--- src/rtl/ifu_pkg.sv ---
package ifu_pkg;

  typedef enum logic [1:0] {
    SRC_TAG = 2'b00,
    SRC_BUF = 2'b01,
    SRC_EXT = 2'b10
  } src_e;

  typedef enum logic [1:0] {
    ST_IDLE,
    ST_REQ,
    ST_BEAT,
    ST_RESP
  } state_e;

  // Fill-size choice: 0x full line, 10 full line only in the lower half,
  // 11 always a single word.
  function automatic logic line_wanted(input logic [1:0] mode, input logic upper_half);
    case (mode)
      2'b00, 2'b01: line_wanted = 1'b1;
      2'b10:        line_wanted = !upper_half;
      default:      line_wanted = 1'b0;
    endcase
  endfunction

endpackage

--- src/rtl/ifu_fill_buffer.sv ---
module ifu_fill_buffer #(
  parameter int ADDR_W = 32,
  parameter int DATA_W = 32,
  parameter int WORDS  = 4
) (
  input  logic                          clk,
  input  logic                          rst,
  input  logic [ADDR_W-1:0]             lk_addr,
  output logic                          lk_hit,
  output logic [DATA_W-1:0]             lk_data,
  input  logic                          open_en,
  input  logic [ADDR_W-1:0]             open_addr,
  input  logic                          wr_en,
  input  logic [$clog2(WORDS)-1:0]      wr_idx,
  input  logic [DATA_W-1:0]             wr_data
);
  localparam int WB_W  = $clog2(DATA_W / 8);
  localparam int IDX_W = $clog2(WORDS);
  localparam int OFF_W = WB_W + IDX_W;
  localparam int TAG_W = ADDR_W - OFF_W;

  logic [TAG_W-1:0]  tag_q;
  logic [WORDS-1:0]  vld;
  logic [DATA_W-1:0] words [WORDS];
  logic [IDX_W-1:0]  lk_idx;

  assign lk_idx = lk_addr[OFF_W-1:WB_W];

  always_ff @(posedge clk) begin
    if (rst) tag_q <= '0;
    else if (open_en) tag_q <= open_addr[ADDR_W-1:OFF_W];
  end

  for (genvar g = 0; g < WORDS; g++) begin : g_word
    logic              v_q;
    logic [DATA_W-1:0] d_q;
    always_ff @(posedge clk) begin
      if (rst) begin
        v_q <= 1'b0;
        d_q <= '0;
      end else if (open_en) begin
        v_q <= 1'b0;
      end else if (wr_en && wr_idx == IDX_W'(g)) begin
        v_q <= 1'b1;
        d_q <= wr_data;
      end
    end
    assign vld[g]   = v_q;
    assign words[g] = d_q;
  end

  assign lk_hit  = (lk_addr[ADDR_W-1:OFF_W] == tag_q) && vld[lk_idx];
  assign lk_data = words[lk_idx];

endmodule

--- src/rtl/ifu_miss_detect.sv ---
module ifu_miss_detect #(
  parameter int WORDS = 4
) (
  input  logic                     cfg_enable,
  input  logic [1:0]               cfg_mode,
  input  logic                     cacheable,
  input  logic                     tag_hit,
  input  logic                     buf_hit,
  input  logic [$clog2(WORDS)-1:0] word_idx,
  output logic                     take_buf,
  output logic                     take_tag,
  output logic                     ext_line,
  output logic                     fill_buf
);
  import ifu_pkg::*;
  localparam int IDX_W = $clog2(WORDS);

  logic cached;
  logic upper;

  assign cached   = cfg_enable && cacheable;
  assign upper    = word_idx[IDX_W-1];
  assign take_buf = cached && buf_hit;
  assign take_tag = cached && !buf_hit && tag_hit;
  assign ext_line = cached && line_wanted(cfg_mode, upper);
  assign fill_buf = cached;

endmodule

--- src/rtl/ifu_fetch_ctrl.sv ---
module ifu_fetch_ctrl #(
  parameter int ADDR_W = 32,
  parameter int DATA_W = 32,
  parameter int WORDS  = 4
) (
  input  logic                     clk,
  input  logic                     rst,
  input  logic                     fq_valid,
  output logic                     fq_ready,
  input  logic [ADDR_W-1:0]        fq_addr,
  input  logic                     take_buf,
  input  logic                     take_tag,
  input  logic                     ext_line,
  input  logic                     fill_buf,
  input  logic [DATA_W-1:0]        buf_data,
  output logic                     open_en,
  output logic                     wr_en,
  output logic [$clog2(WORDS)-1:0] wr_idx,
  output logic [DATA_W-1:0]        wr_data,
  output logic                     fr_valid,
  input  logic                     fr_ready,
  output logic [DATA_W-1:0]        fr_data,
  output logic [1:0]               fr_src,
  output logic                     xq_valid,
  input  logic                     xq_ready,
  output logic [ADDR_W-1:0]        xq_addr,
  output logic                     xq_line,
  input  logic                     xr_valid,
  output logic                     xr_ready,
  input  logic [DATA_W-1:0]        xr_data
);
  import ifu_pkg::*;
  localparam int WB_W  = $clog2(DATA_W / 8);
  localparam int IDX_W = $clog2(WORDS);
  localparam int OFF_W = WB_W + IDX_W;

  state_e             st_q;
  logic [ADDR_W-1:0]  addr_q;
  logic               line_q;
  logic               fill_q;
  logic [IDX_W-1:0]   beat_q;
  logic [DATA_W-1:0]  data_q;
  src_e               src_q;
  logic [IDX_W-1:0]   widx_q;
  logic               accept;
  logic               beat_take;
  logic               beat_last;
  logic               beat_mine;

  assign widx_q    = addr_q[OFF_W-1:WB_W];
  assign fq_ready  = (st_q == ST_IDLE);
  assign accept    = fq_valid && fq_ready;
  assign xr_ready  = (st_q == ST_BEAT);
  assign beat_take = xr_valid && xr_ready;
  assign beat_last = line_q ? (beat_q == IDX_W'(WORDS - 1)) : 1'b1;
  assign beat_mine = line_q ? (beat_q == widx_q) : 1'b1;

  assign open_en = accept && !take_buf && !take_tag && fill_buf;
  assign wr_en   = beat_take && fill_q;
  assign wr_idx  = line_q ? beat_q : widx_q;
  assign wr_data = xr_data;

  assign xq_valid = (st_q == ST_REQ);
  assign xq_line  = line_q;
  assign xq_addr  = line_q ? {addr_q[ADDR_W-1:OFF_W], {OFF_W{1'b0}}}
                           : {addr_q[ADDR_W-1:WB_W], {WB_W{1'b0}}};

  assign fr_valid = (st_q == ST_RESP);
  assign fr_data  = data_q;
  assign fr_src   = src_q;

  always_ff @(posedge clk) begin
    if (rst) begin
      st_q   <= ST_IDLE;
      addr_q <= '0;
      line_q <= 1'b0;
      fill_q <= 1'b0;
      beat_q <= '0;
      data_q <= '0;
      src_q  <= SRC_TAG;
    end else begin
      case (st_q)
        ST_IDLE: if (fq_valid) begin
          addr_q <= fq_addr;
          if (take_buf) begin
            data_q <= buf_data;
            src_q  <= SRC_BUF;
            st_q   <= ST_RESP;
          end else if (take_tag) begin
            data_q <= '0;
            src_q  <= SRC_TAG;
            st_q   <= ST_RESP;
          end else begin
            line_q <= ext_line;
            fill_q <= fill_buf;
            st_q   <= ST_REQ;
          end
        end
        ST_REQ: if (xq_ready) begin
          beat_q <= '0;
          st_q   <= ST_BEAT;
        end
        ST_BEAT: if (beat_take) begin
          if (beat_mine) data_q <= xr_data;
          beat_q <= beat_q + 1'b1;
          if (beat_last) begin
            src_q <= SRC_EXT;
            st_q  <= ST_RESP;
          end
        end
        ST_RESP: if (fr_ready) st_q <= ST_IDLE;
        default: st_q <= ST_IDLE;
      endcase
    end
  end

endmodule

--- src/rtl/ifu_fill_unit.sv ---
module ifu_fill_unit #(
  parameter int ADDR_W = 32,
  parameter int DATA_W = 32,
  parameter int WORDS  = 4
) (
  input  logic              clk,
  input  logic              rst,
  input  logic              cfg_enable,
  input  logic [1:0]        cfg_mode,
  input  logic              fq_valid,
  output logic              fq_ready,
  input  logic [ADDR_W-1:0] fq_addr,
  input  logic              fq_cacheable,
  input  logic              tag_hit,
  output logic              fr_valid,
  input  logic              fr_ready,
  output logic [DATA_W-1:0] fr_data,
  output logic [1:0]        fr_src,
  output logic              xq_valid,
  input  logic              xq_ready,
  output logic [ADDR_W-1:0] xq_addr,
  output logic              xq_line,
  input  logic              xr_valid,
  output logic              xr_ready,
  input  logic [DATA_W-1:0] xr_data
);
  localparam int WB_W  = $clog2(DATA_W / 8);
  localparam int IDX_W = $clog2(WORDS);
  localparam int OFF_W = WB_W + IDX_W;

  logic              buf_hit;
  logic [DATA_W-1:0] buf_data;
  logic              take_buf, take_tag, ext_line, fill_buf;
  logic              open_en, wr_en;
  logic [IDX_W-1:0]  wr_idx;
  logic [DATA_W-1:0] wr_data;

  ifu_fill_buffer #(.ADDR_W(ADDR_W), .DATA_W(DATA_W), .WORDS(WORDS)) u_buf (
    .clk(clk), .rst(rst),
    .lk_addr(fq_addr), .lk_hit(buf_hit), .lk_data(buf_data),
    .open_en(open_en), .open_addr(fq_addr),
    .wr_en(wr_en), .wr_idx(wr_idx), .wr_data(wr_data)
  );

  ifu_miss_detect #(.WORDS(WORDS)) u_detect (
    .cfg_enable(cfg_enable), .cfg_mode(cfg_mode),
    .cacheable(fq_cacheable), .tag_hit(tag_hit), .buf_hit(buf_hit),
    .word_idx(fq_addr[OFF_W-1:WB_W]),
    .take_buf(take_buf), .take_tag(take_tag),
    .ext_line(ext_line), .fill_buf(fill_buf)
  );

  ifu_fetch_ctrl #(.ADDR_W(ADDR_W), .DATA_W(DATA_W), .WORDS(WORDS)) u_ctrl (
    .clk(clk), .rst(rst),
    .fq_valid(fq_valid), .fq_ready(fq_ready), .fq_addr(fq_addr),
    .take_buf(take_buf), .take_tag(take_tag),
    .ext_line(ext_line), .fill_buf(fill_buf), .buf_data(buf_data),
    .open_en(open_en), .wr_en(wr_en), .wr_idx(wr_idx), .wr_data(wr_data),
    .fr_valid(fr_valid), .fr_ready(fr_ready), .fr_data(fr_data), .fr_src(fr_src),
    .xq_valid(xq_valid), .xq_ready(xq_ready), .xq_addr(xq_addr), .xq_line(xq_line),
    .xr_valid(xr_valid), .xr_ready(xr_ready), .xr_data(xr_data)
  );

endmodule

--- config.mk ---
export PLATFORM = sky130hd
export DESIGN_NAME = ifu_fill_unit
export DESIGN_NICKNAME = d
export VERILOG_FILES = /design/src/rtl/ifu_pkg.sv /design/src/rtl/ifu_fill_buffer.sv /design/src/rtl/ifu_miss_detect.sv /design/src/rtl/ifu_fetch_ctrl.sv /design/src/rtl/ifu_fill_unit.sv
export SDC_FILE = /design/constraint.sdc
export NUM_CORES = 1
export LEC_CHECK = 0
export CORE_MARGIN = 4
export CORE_UTILIZATION = 50
export CTS_BUF_LIST = sky130_fd_sc_hd__clkbuf_8 sky130_fd_sc_hd__clkbuf_16
export CTS_CLUSTER_DIAMETER = 100
export DETAILED_ROUTE_END_ITERATION = 10
export PLACE_DENSITY = 0.72
export SYNTH_ARGS = -nofsm -noshare
export SYNTH_HDL_FRONTEND = slang
export SYNTH_SLANG_ARGS = --single-unit
--- constraint.sdc ---
create_clock -name clk -period 3.6 [get_ports clk]
set_input_delay 0.36 -clock clk [delete_from_list [all_inputs] [get_ports clk]]
set_output_delay 0.36 -clock clk [all_outputs]
set_load 0.01 [all_outputs]
==> results.py <==
metrics = {
    "run_status": {
        "outcome": "finished, final reports clean",
    },
    "setup_path": {
        "endpoint_kind": "register",
        "crit_path_start_kind": "register",
        "crit_required_ns": 4.02,
        "crit_family": "buffers and inverters",
        "cp-startpoint": "u_ctrl.st_q[0]",
        "critPathKind": "reg -> reg",
        "path_cells": "inv_1, ha_1, and2_1, nand3_1, buf_4, a2111oi_4, buf_4, nor3_1, a311oi_2",
        "crit_top_cell": "buf_4",
        "crit_buf_inv": 3,
        "timing.rr.start": "u_ctrl.st_q[0]",
        "cp.arrival_ns": 3.04,
        "critPathMaxFanout": 27,
        "crit_slowest_cell": "buf_4",
        "slowest_delay_ns": 0.41,
    },
    "sta": {
        "slew_headroom_pct": 27.49,
        "fmaxAchievable_mhz": 380.9,
        "rsz0062_at_grt": "no",
        "finalCritPeriodShare_pct": 72.93,
        "final_hold_viol_count": 0,
        "setup_tns_ns": 0,
        "worst_pin_slew_ns": 1.088,
        "slew_viol_final": 0,
        "timing.final.crit_period_ns": 2.625,
        "skew_ns": 0.009132,
        "setup_viol": 0,
    },
    "cts": {
        "clock_latency_ns": 0.51,
        "cts-root-buf": "clkbuf_16",
        "ctsLongestPathBuffers": 3,
        "clock_sinks": 230,
        "cts_max_level": 1,
        "path_clk_slew_ns": 0.06,
        "post_cts_buffers": 0,
        "cts_tree": "yes",
        "cts_hold_buf": 0,
        "cts_resized": 0,
        "cts_buffers": 25,
    },
    "die": {
        "core_area_mm2": 0.02096,
        "die_x_um": 153.7,
        "die_h_um": 153.7,
        "ioPinCount": 146,
        "die_area_mm2": 0.02363,
        "rows": 53,
        "start_util_pct": 50.67,
    },
    "route": {
        "ant_nets": 0,
        "wirelength_um": 26790,
        "dr.first_iter.drc_count": 499,
        "routed_via_density": 5.657,
        "wl_per_cell_um": 18.06,
        "via_count": 8390,
        "drc": 0,
        "first_pass_iters": 5,
    },
    "synthesis": {
        "synth_edf_count": 0,
        "ys_ff_latch": 230,
        "ys.flop_type": "dfxtp_1",
        "syn_area_per_cell_um2": 9.532,
        "yosysSeqAreaShare_pct": 43.36,
        "synthDistinctLibCells": 48,
        "async_flop_share_pct": 0,
        "yosysWarnings": 0,
        "synthCells": 1114,
        "netlist_area_mm2": 0.01062,
    },
    "global_route": {
        "grt_antenna_before_repair": 0,
        "grt_pass1_wl_um": 43440,
        "grt_remaining_overflow": 0,
        "grt_max_degree": 87,
        "track_usage_pct": 22.05,
        "grt_pass1_vias": 8320,
    },
    "pwr": {
        "power.density_mw_per_mm2": 542.9,
        "finalPower_uw": 6986,
        "peakVddDrop_uv": 342.1,
        "leakagePower_uw": 0.005027,
    },
    "cells_and_area": {
        "n_antenna_cell": 0,
        "syn2layout_area_growth_pct": 21.17,
        "fillers": 1777,
        "nets": 1270,
        "layout_common_cells": "nand2_1, dfxtp_1, clkdlybuf4s50_1, mux2i_1, a21oi_1",
        "drive_gt1_share_pct": 12.58,
        "layout_commonest_cell": "nand2_1",
    },
    "placed_design": {
        "gp_congestion": 0.7806,
        "dp_hpwl_um": 16670,
        "io_buffers": 141,
    },
    "flow_run": {
        "maxCapViolations": 0,
    },
    "worst_hold_path": {
        "holdCritPathClass": "in -> reg",
        "min_from": "rst",
    },
}
[synth_stat cells, types with 5 or more instances]
cell | n | area, um^2
o21ai_1 | 10 | 50.05
nor4_1 | 5 | 31.28
xor2_1 | 22 | 192.7
buf_2 | 7 | 35.03
xnor2_1 | 8 | 70.07
a311oi_2 | 30 | 450.4
inv_1 | 8 | 30.03
buf_4 | 48 | 360.4
mux2i_1 | 129 | 1291
nor3_1 | 38 | 190.2
o21ai_2 | 5 | 43.79
o21ai_0 | 57 | 285.3
nand2_1 | 260 | 975.9
nand3_1 | 33 | 165.2
nor2_1 | 16 | 60.06
mux4_2 | 33 | 743.2
nand4_1 | 5 | 31.28
clkbuf_1 | 57 | 214.0
ha_1 | 5 | 62.56
a21oi_1 | 63 | 315.3
dfxtp_1 | 230 | 4604
[logic make-up (layout without fill, tap and decap cells)]
family | count (synthesis) | in the layout | share of synthesized area [%]
AOI/OAI and AO/OA | 182 | 182 | 12.23
xor gates and xnor gates | 30 | 30 | 2.474
adders and majority gates | 5 | 5 | 0.5891
buffers and inverters | 127 | 220 | 6.516
DFF | 230 | 230 | 43.36
muxes | 162 | 162 | 19.16
other | 1 | 2 | 0.03531
and+or+nand+nor | 377 | 377 | 15.64
[final timing paths]
path	endpoint	cells past startpoint	slack, ns
min reg2reg	u_ctrl.addr_q[27]	2	0.45
max reg2reg	u_ctrl.fr_data[18]	9	0.97
min	u_ctrl.beat_q[1]	2	0.22
max	u_ctrl.fr_data[18]	9	0.97
[flip-flops by register name (all words and copies together), names as in the netlist]
signal and count:
u_ctrl.st_q 2, u_buf.g_word.v_q 4, u_ctrl.fr_data 32, u_ctrl.fr_src 2, u_ctrl.fill_q 1, u_ctrl.xq_line 1, u_ctrl.addr_q 30, u_buf.g_word.d_q 128
u_ctrl.beat_q 2, u_buf.tag_q 28
[worst register-to-register path, stage by stage, from the launching register on]
cell and delay, ns:
dfxtp_1 0.34, inv_1 0.09, ha_1 0.24, and2_1 0.17, nand3_1 0.34, buf_4 0.31, a2111oi_4 0.25, buf_4 0.41
nor3_1 0.13, a311oi_2 0.25
[metrics by stage]
stage / std cells / cell area (um^2) / hold slack, ns / utilization, % / setup WS [ns]
after floorplan: 1115 / 10620 / 0.4316 / - / 1.335
after global placement: 1438 / 12020 / 0.4392 / 57.35 / 0.6205
after detailed placement: 1438 / 12020 / 0.4449 / 57.35 / 0.5965
after CTS: 1483 / 12870 / 0.2004 / 61.40 / 0.9369
after global routing: 1483 / 12870 / 0.2147 / 61.40 / 0.8178
final: 1483 / 12870 / 0.2181 / 61.40 / 0.9746
[per-layer routing]
metal  routed length, um  share of wire (%)  global-route usage (%)
met1               11660                 44                   29.57
met2               13030                 49                   37.77
met3                1576                5.9                   3.321
met4                 521                1.9                   5.172
met5                   0                  0                       0
[report_power, final]
group / total (uW) / internal, uW / switching [uW]
clock: 2600 / 1590 / 1010
combinational: 1560 / 688 / 870
sequential: 2830 / 2720 / 106
[cell type report]
class	instances	area (um^2)	area share (%)
clock inverter	11	100.1	0.7779
clock buffer	34	749.5	5.825
sequential	230	4604	35.78
tap	275	344.1	2.674
timing repair buffer	167	1657	12.87
multi-input combinational	758	5380	41.81
inverter	8	32.53	0.2528
Note: power is estimated with default switching activity, not from simulation.
